--- src/rtl/coal_pkg.sv ---
package coal_pkg;
    typedef enum logic [0:0] {
        ST_IDLE  = 1'b0,
        ST_ISSUE = 1'b1
    } coal_state_e;

    // Access size code (log2 bytes) to byte count; codes above 4 saturate at 16.
    function automatic logic [4:0] size_bytes(input logic [2:0] code);
        if (code > 3'd4) return 5'd16;
        return 5'd1 << code;
    endfunction
endpackage

--- src/rtl/coal_seg_min.sv ---
module coal_seg_min #(
    parameter int LANES = 32,
    parameter int SEG_W = 27
) (
    input  logic [LANES*SEG_W-1:0] seg_flat,
    input  logic [LANES-1:0]       pend,
    output logic [SEG_W-1:0]       min_seg,
    output logic [LANES-1:0]       hit
);
    always_comb begin
        logic found;
        found   = 1'b0;
        min_seg = '1;
        for (int i = 0; i < LANES; i++) begin
            if (pend[i] && (!found || seg_flat[i*SEG_W +: SEG_W] < min_seg)) begin
                min_seg = seg_flat[i*SEG_W +: SEG_W];
                found   = 1'b1;
            end
        end
    end

    for (genvar g = 0; g < LANES; g++) begin : g_hit
        assign hit[g] = pend[g] && (seg_flat[g*SEG_W +: SEG_W] == min_seg);
    end
endmodule

--- src/rtl/coal_stats.sv ---
module coal_stats #(
    parameter int CNT_W     = 32,
    parameter int ACC_W     = 10,
    parameter int SEG_BYTES = 32
) (
    input  logic             clk,
    input  logic             rst_n,
    input  logic             clr,
    input  logic             acc_en,
    input  logic [ACC_W-1:0] acc_bytes,
    input  logic             mov_en,
    output logic [CNT_W-1:0] bytes_req,
    output logic [CNT_W-1:0] bytes_mov
);
    localparam logic [CNT_W-1:0] SEG_INC = CNT_W'(SEG_BYTES);

    always_ff @(posedge clk) begin
        if (!rst_n) begin
            bytes_req <= '0;
            bytes_mov <= '0;
        end else if (clr) begin
            bytes_req <= acc_en ? CNT_W'(acc_bytes) : '0;
            bytes_mov <= mov_en ? SEG_INC : '0;
        end else begin
            if (acc_en) bytes_req <= bytes_req + CNT_W'(acc_bytes);
            if (mov_en) bytes_mov <= bytes_mov + SEG_INC;
        end
    end

    a_r9_move_step: assert property (@(posedge clk) disable iff (!rst_n)
        (mov_en && !clr) |=> bytes_mov == $past(bytes_mov) + SEG_INC);

    a_r10_clear_idle: assert property (@(posedge clk) disable iff (!rst_n)
        (clr && !acc_en && !mov_en) |=> (bytes_req == '0 && bytes_mov == '0));
endmodule

--- src/rtl/warp_coalescer.sv ---
module warp_coalescer
    import coal_pkg::*;
#(
    parameter int LANES     = 32,
    parameter int ADDR_W    = 32,
    parameter int SEG_BYTES = 32,
    parameter int CNT_W     = 32
) (
    input  logic                    clk,
    input  logic                    rst_n,
    input  logic                    req_valid,
    output logic                    req_ready,
    input  logic [LANES*ADDR_W-1:0] req_addr,
    input  logic [LANES-1:0]        req_mask,
    input  logic [2:0]              req_size,
    output logic                    txn_valid,
    input  logic                    txn_ready,
    output logic [ADDR_W-1:0]       txn_seg,
    output logic [LANES-1:0]        txn_lanes,
    input  logic                    stats_clr,
    output logic [CNT_W-1:0]        bytes_req,
    output logic [CNT_W-1:0]        bytes_moved
);
    localparam int OFF_W = $clog2(SEG_BYTES);
    localparam int SEG_W = ADDR_W - OFF_W;
    localparam int ACC_W = $clog2(LANES * 16 + 1);

    coal_state_e              state_q, state_d;
    logic [LANES*SEG_W-1:0]   seg_q;
    logic [LANES-1:0]         pend_q;
    logic [SEG_W-1:0]         min_seg;
    logic [LANES-1:0]         hit;
    logic [ACC_W-1:0]         acc_bytes;
    logic                     accept, handoff;

    assign accept  = req_valid && req_ready;
    assign handoff = txn_valid && txn_ready;

    // Output process
    always_comb begin
        req_ready = 1'b0;
        txn_valid = 1'b0;
        unique case (state_q)
            ST_IDLE:  req_ready = 1'b1;
            ST_ISSUE: txn_valid = 1'b1;
            default:  ;
        endcase
    end

    assign txn_seg   = {min_seg, {OFF_W{1'b0}}};
    assign txn_lanes = hit;

    // Next-state logic
    always_comb begin
        state_d = state_q;
        unique case (state_q)
            ST_IDLE:  if (accept && req_mask != '0) state_d = ST_ISSUE;
            ST_ISSUE: if (handoff && (pend_q & ~hit) == '0) state_d = ST_IDLE;
            default:  state_d = ST_IDLE;
        endcase
    end

    // State register
    always_ff @(posedge clk) begin
        if (!rst_n) state_q <= ST_IDLE;
        else        state_q <= state_d;
    end

    always_ff @(posedge clk) begin
        if (!rst_n) begin
            pend_q <= '0;
            seg_q  <= '0;
        end else if (accept) begin
            pend_q <= req_mask;
            for (int i = 0; i < LANES; i++)
                seg_q[i*SEG_W +: SEG_W] <= req_addr[i*ADDR_W + OFF_W +: SEG_W];
        end else if (handoff) begin
            pend_q <= pend_q & ~hit;
        end
    end

    always_comb begin
        acc_bytes = '0;
        for (int i = 0; i < LANES; i++)
            if (req_mask[i]) acc_bytes = acc_bytes + ACC_W'(size_bytes(req_size));
    end

    coal_seg_min #(.LANES(LANES), .SEG_W(SEG_W)) u_min (
        .seg_flat (seg_q),
        .pend     (pend_q),
        .min_seg  (min_seg),
        .hit      (hit)
    );

    coal_stats #(.CNT_W(CNT_W), .ACC_W(ACC_W), .SEG_BYTES(SEG_BYTES)) u_stats (
        .clk       (clk),
        .rst_n     (rst_n),
        .clr       (stats_clr),
        .acc_en    (accept),
        .acc_bytes (acc_bytes),
        .mov_en    (handoff),
        .bytes_req (bytes_req),
        .bytes_mov (bytes_moved)
    );

    a_r4_lanes_nonempty: assert property (@(posedge clk) disable iff (!rst_n)
        txn_valid |-> txn_lanes != '0);

    a_r6_hold: assert property (@(posedge clk) disable iff (!rst_n)
        (txn_valid && !txn_ready) |=> (txn_valid && $stable(txn_seg) && $stable(txn_lanes)));

    a_r3_ascend: assert property (@(posedge clk) disable iff (!rst_n)
        (txn_valid && $past(txn_valid && txn_ready)) |-> txn_seg > $past(txn_seg));

    a_r5_empty_mask: assert property (@(posedge clk) disable iff (!rst_n)
        (req_valid && req_ready && req_mask == '0) |=> req_ready);

    a_r4_disjoint: assert property (@(posedge clk) disable iff (!rst_n)
        (txn_valid && txn_ready) |=> (txn_lanes & $past(txn_lanes)) == '0);
endmodule

--- config.mk ---
export PLATFORM = sky130hd
export DESIGN_NAME = warp_coalescer
export DESIGN_NICKNAME = d
export VERILOG_FILES = /design/src/rtl/coal_pkg.sv /design/src/rtl/coal_seg_min.sv /design/src/rtl/coal_stats.sv /design/src/rtl/warp_coalescer.sv
export SDC_FILE = /design/constraint.sdc
export NUM_CORES = 2
export LEC_CHECK = 0
export BUFFER_PORTS_ARGS = -buffer_cell sky130_fd_sc_hd__buf_4
export CAP_MARGIN = 10
export CORE_MARGIN = 5
export CORE_UTILIZATION = 45
export CTS_CLUSTER_DIAMETER = 30
export DETAILED_ROUTE_END_ITERATION = 7
export PLACE_DENSITY_LB_ADDON = 0.12
export RECOVER_POWER = 100
export SETUP_SLACK_MARGIN = 0.5
export SLEW_MARGIN = 20
export SYNTH_ARGS = -nofsm -noshare
export SYNTH_HDL_FRONTEND = slang
export SYNTH_SLANG_ARGS = --single-unit
export TNS_END_PERCENT = 1
--- constraint.sdc ---
create_clock -name clk -period 126.7 [get_ports clk]
set_input_delay 6.335 -clock clk [delete_from_list [all_inputs] [get_ports clk]]
set_output_delay 6.335 -clock clk [all_outputs]
set_load 0.05 [all_outputs]
# Word level (Yosys, flattened, before mapping)
# Cells that the tools add are included.
totals:
  output_inout_bits: 130
  regBits: 961
  inputBits: 1064
  wordCells: 445
classes:
  add_sub_neg: 33
  n_shift: 1
  order_cmp: 32
  eq_ne: 32
  bitwise: 3
  n_reduce_logical: 134
  muxes: 205
ops:
  columns: ["cell", "count"]
  rows:
  - ["$eq A27 B27 Y1", 32]
  - ["$mux W27", 32]
  - ["$lt A27 B27 Y1", 31]
  - ["$mux W5", 65]
  - ["$mux W10", 32]
  - ["$add A10 B5 Y10", 31]
  - ["$mux W32", 6]
  - ["$mux W1", 68]
  - ["$logic_and A1 B1 Y1", 67]
  - ["$add A32 B10 Y32", 1]
  - ["$add A32 B6 Y32 const B", 1]
  - ["$and A32 B32 Y32", 1]
  - ["$logic_not A32 Y1", 1]
  - ["$not A32 Y32", 1]
  - ["$reduce_bool A32 Y1", 1]
  - ["$logic_not A1 Y1", 31]
  - ["$logic_or A1 B1 Y1", 31]
  - ["$mux W6", 1]
  - ["$reduce_bool A2 Y1", 3]
  - ["$shl A1 B3 Y5 const A", 1]
  - ["$gt A3 B3 Y1 const B", 1]
  - ["$pmux W1 S2", 1]
  - ["$not A1 Y1", 1]

# Logic depth before layout (Yosys ltp)
logic_depth:
  depth_word: 133
  ltp_mapped: 547
  depth_no_buf: 477

# Hierarchy
# A second synthesis with hierarchy kept.
hier_totals:
  cells_unflattened: 13311
  hier_area_um2: 97888.9
by_module_without_submodules:
  columns: ["module", "seq_area_each_um2", "cells_per_inst", "n_inst", "area_each_um2"]
  rows:
  - ["coal_seg_min", 0.0, 7555, 1, 51116.5]
  - ["warp_coalescer", 17957.2, 5370, 1, 43483.0]
  - ["coal_stats", 1181.1, 386, 1, 3289.4]

# Worst setup path after synthesis
# Ideal clock, no wire load.
synth_path:
  path_kind: "register to output"
  start: "register pend_q[0]"
  end: "output port txn_lanes[16]"
  path_buffers: 71
  stages_incl_launch_ff: 497
  t_required_ns: 120.365
  path_slack_ns: 34.258
  arrival_ns: 86.107
  path_cell_list: "dfxtp_1 > buf_6 > clkinv_1 > clkbuf_1 > nor2_1 > ha_1 > nand4_1 > nor3_1 > nand4_1 > a31oi_2 > o32a_1 > clkbuf_1 > buf_1 > buf_1 > nor2_1 > a21oi_1 > inv_1 > ha_1 > [461 not listed] > o21ai_2 > and2_4 > buf_6 > buf_8 > ha_1 > nand2_1 > or4_1 > o221a_2 > o21ai_0 > nor2_1 > a31oi_2 > buf_6 > mux2_2 > buf_4 > xor2_1 > nand4_1 > or4_1 > nor4_1"
synth_between:
  elab_chain_cells: 127
  word_cells_on_any_way: 189
  classes_between: "order compare: 31; eq/ne: 1; mux: 63; reduce/logical: 94"
synth_rtl:
  columns: ["element", "line_no", "text"]
  rows:
  - ["from (decl)", "warp_coalescer.sv:30", "logic [LANES-1:0] pend_q;"]
  - ["from (signal assigned)", "warp_coalescer.sv:74", "pend_q <= req_mask;"]
  - ["from (signal assigned)", "warp_coalescer.sv:78", "pend_q <= pend_q & ~hit;"]
  - ["$mux W27 or $mux W1 (tied branches)", "coal_seg_min.sv:15", "if (pend[i] && (!found || seg_flat[i*SEG_W +: SEG_W] < min_seg)) begin"]
  - ["$lt A27 B27 Y1 or $logic_not A1 Y1 (tied branches)", "coal_seg_min.sv:15", null]
  - ["$logic_or A1 B1 Y1", "coal_seg_min.sv:15", null]
  - ["$logic_and A1 B1 Y1", "coal_seg_min.sv:15", null]
  - ["$mux W27 or $mux W1 (tied branches)", "coal_seg_min.sv:15", null]
  - ["$lt A27 B27 Y1 or $logic_not A1 Y1 (tied branches)", "coal_seg_min.sv:15", null]
  - ["$logic_or A1 B1 Y1", "coal_seg_min.sv:15", null]
  - ["$logic_and A1 B1 Y1", "coal_seg_min.sv:15", null]
  - ["[111 not listed]", null, null]
  - ["$logic_and A1 B1 Y1", "coal_seg_min.sv:15", null]
  - ["$mux W27 or $mux W1 (tied branches)", "coal_seg_min.sv:15", null]
  - ["$lt A27 B27 Y1 or $logic_not A1 Y1 (tied branches)", "coal_seg_min.sv:15", null]
  - ["$logic_or A1 B1 Y1", "coal_seg_min.sv:15", null]
  - ["$logic_and A1 B1 Y1", "coal_seg_min.sv:15", null]
  - ["$mux W27 (*)", "coal_seg_min.sv:15", null]
  - ["$eq A27 B27 Y1 (*)", "coal_seg_min.sv:23", "assign hit[g] = pend[g] && (seg_flat[g*SEG_W +: SEG_W] == min_seg);"]
  - ["$logic_and A1 B1 Y1 (*)", "coal_seg_min.sv:23", null]
  - ["to (decl)", "warp_coalescer.sv:19", "output logic [LANES-1:0] txn_lanes,"]
# Mark *: on every way between the ends. The rest lies on a longest branch, timed or not.

# Worst setup path in the final report
layout_path:
  start: "register pend_q[0]"
  end: "output port txn_lanes[9]"
# The elaborated chain is that of the path after synthesis.

==> impl_metrics.json <==
{
  "wl_um": 520000,
  "cp.required_ns": 120.37,
  "met3WireLength_um": 58900,
  "layout_commonest_cell": "nand2_1",
  "failed_checks": "design-rule violations, max-capacitance violations, max-slew violations",
  "yosysWarnings": 0,
  "worst_slew_pin_slew_ns": 9.02,
  "max_freq_mhz": 8.53,
  "initial_core_util_pct": 45.2,
  "r2r_setup_slack_ns": 14.59,
  "place.gp.congestion": 1.06,
  "pwr_density_cell_nw_per_um2": 23.5,
  "run_status": "finished with violations",
  "cts_setup_buffers": 0,
  "io-pin-count": 1194,
  "via_per_inst": 6.41,
  "period_needed_ns": 117.21,
  "overflow": 0,
  "row_count": 170,
  "drt-initial-drc-count": 13429,
  "cts.htree.levels": 4,
  "total_power_uw": 2670,
  "crit_type": "flip-flop to output pin",
  "synth-seq-cells": 956,
  "p_leak_uw": 0.0497,
  "skew_ns": 0.0967,
  "arrival_ns": 110.88,
  "power_frac_comb_pct": 62.7,
  "peakVddDrop_uv": 29.0,
  "grt_use_total_pct": 43.6,
  "p_int_uw": 1310,
  "power_frac_seq_pct": 13.6,
  "worstPathMaxFanout": 52,
  "path_clk_slew_ns": 0.05,
  "syn_area_um2": 97100,
  "cts-buffers-inserted": 222,
  "drc_errors": 42,
  "drive_gt1_share_pct": 15.8,
  "grt_antenna_before_repair": 37,
  "clockBufferDepth": 3,
  "synth-edff-count": 0,
  "final-hold-violation-count": 0,
  "finalSetupTns_ns": 0,
  "ant_nets": 0,
  "syn2layout_area_growth_pct": 17.0,
  "clock-sinks": 956,
  "die_x_um": 475,
  "die_h_um": 475,
  "synthTopCellsByArea": "dfxtp_1 (20%), ha_1 (12%), nand2_1 (9.6%), a21boi_0 (6.9%), xnor2_1 (4.2%)",
  "ys_seq_area_share_pct": 19.7,
  "cpMostUsedCell": "a21oi_1",
  "synth_cell_types": 182,
  "fin_crit_sh_pct": 92.5,
  "core-area_um2": 215000,
  "grt_pass1_vias": 99823,
  "slew_viol_final": 1824,
  "die_area_um2": 225000,
  "topRoutingLayerUsed": "met5",
  "mostFrequentLayoutCells": "nand2_1 (2,485), buf_4 (1,151), dfxtp_1 (952), ha_1 (907), a21boi_0 (897)",
  "finalSetupViolCount": 0,
  "wl_met1_um": 205000,
  "worst_path_largest_cell_delay_ns": 1.78,
  "clock_power_share_pct": 23.7,
  "holdBufCountCts": 0,
  "via_count": 106880,
  "cts-resized-gates": 0,
  "fin_nets": 15622,
  "cts_root_buffer": "clkbuf_16",
  "crit_path_end_kind": "output pin",
  "holdCritPathClass": "flip-flop to flip-flop",
  "synthCells": 12928,
  "grt_pass1_wl_um": 716000,
  "drt-wirelength-per-cell_um": 31.2,
  "dp.cells": 16234,
  "p_sw_share_pct": 51.0,
  "grt_setup_unrepaired": "false",
  "dp_hpwl_um": 399000,
  "fin_cells": 16668,
  "relSlewSlack_pct": -501,
  "start_kind": "flip-flop",
  "wl_met2_um": 211000,
  "portBuffers": 1023,
  "synth-main-ff-cell": "dfxtp_1",
  "avgSynthCellArea_um2": 7.51,
  "synth-async-reset-ratio_pct": 0,
  "yosysTopAreaCell": "dfxtp_1",
  "firstDrtPassIters": 8,
  "maxCapViolCount": 23,
  "power_switching_uw": 1360,
  "cts_tree": "built",
  "grt_max_degree": 244,
  "synth_top_area_share_pct": 19.7,
  "slowest_stage": "a211oi_1",
  "clock_latency_ns": 0.89
}
## power by group through the flow
stage / Combinational (µW) / Sequential (µW) / Clock [µW]
after floorplan: 1070 / 343 / 0
after global placement: 1570 / 364 / 0
after detailed placement: 1600 / 364 / 0
after CTS: 1610 / 359 / 635
after global routing: 1760 / 361 / 652
final: 1670 / 362 / 632
## synthesized netlist by cell type, types with 68 or more instances
library cell,instances
mux2i_1,152
xnor2_1,461
a31oi_1,102
ha_1,907
inv_1,809
nand2_1,2486
o21a_1,89
a21boi_0,897
buf_6,68
o21ai_0,690
xor2_1,359
a221oi_1,74
o22ai_1,121
mux2_2,229
nand3_1,205
nand4_1,202
clkbuf_1,503
a21oi_1,639
dfxtp_1,956
nor3_1,126
nor2b_1,155
nor2_1,606
a211oi_1,77
nor4_1,93
nand2b_1,107
a21o_1,227
o211ai_1,75
## kinds of logic (layout without fill, tap and decap cells)
kind of cell | count (synthesis) | in the layout | share of synthesized area [%]
and+or+nand+nor | 4374 | 4374 | 20.4
DFF | 956 | 956 | 19.7
other | 1 | 27 | 0.00386
AOI/OAI and AO/OA | 3798 | 3798 | 27.3
muxes | 412 | 412 | 4.70
adders and majority gates | 952 | 952 | 12.5
buffers and inverters | 1613 | 2489 | 8.00
xor gates and xnor gates | 822 | 822 | 7.43
## layer usage
metal	vias up	global-route usage, %
li1	47112	-
met1	50969	55.3
met2	6860	63.7
met3	1917	12.3
met4	22	30.3
met5	-	0
## worst max-delay path: cells and delay by family (launching register included)
family	cells	cell delay, ns
and+or+nand+nor	157	29.84
DFF	1	0.55
buffers and inverters	47	12.68
AOI/OAI and AO/OA	197	51.12
adders and majority gates	31	9.49
muxes	13	5.55
## area by class of cell
type / instances / area (µm²)
fill: 20485 / 101000
multi-input combinational: 10368 / 70400
timing repair buffer: 1234 / 8990
inverter: 838 / 3170
clock inverter: 144 / 2280
clock buffer: 273 / 6030
sequential: 956 / 19100
antenna: 17 / 42.5
tap: 2838 / 3550
## metrics by stage
stage          hold WS (ns)  worst slack [ns]  area [µm²]  utilization (%)
3_3_place_gp          0.462             17.43      106000             49.2
5_1_grt               0.516              3.98      114000             52.9
2_1_floorplan         0.443             34.26       97100                -
4_1_cts               0.469             15.84      114000             53.1
3_5_place_dp          0.464             17.07      106000             49.2
6_report              0.471              9.49      114000             52.9
## registers in the layout (all words and copies together), names as in the netlist
register           count
seg_q                864
pend_q                32
u_stats.bytes_req     32
u_stats.bytes_mov     27
state_q                1
## final timing paths
path	cells after the start	start	endpoint
worst max register to register	447	pend_q[0]	state_q
worst min register to register	2	seg_q[761]	seg_q[761]
worst max-delay path	445	pend_q[0]	txn_lanes[9]
worst min-delay path	2	seg_q[761]	seg_q[761]
(Power assumes the default switching activity.)
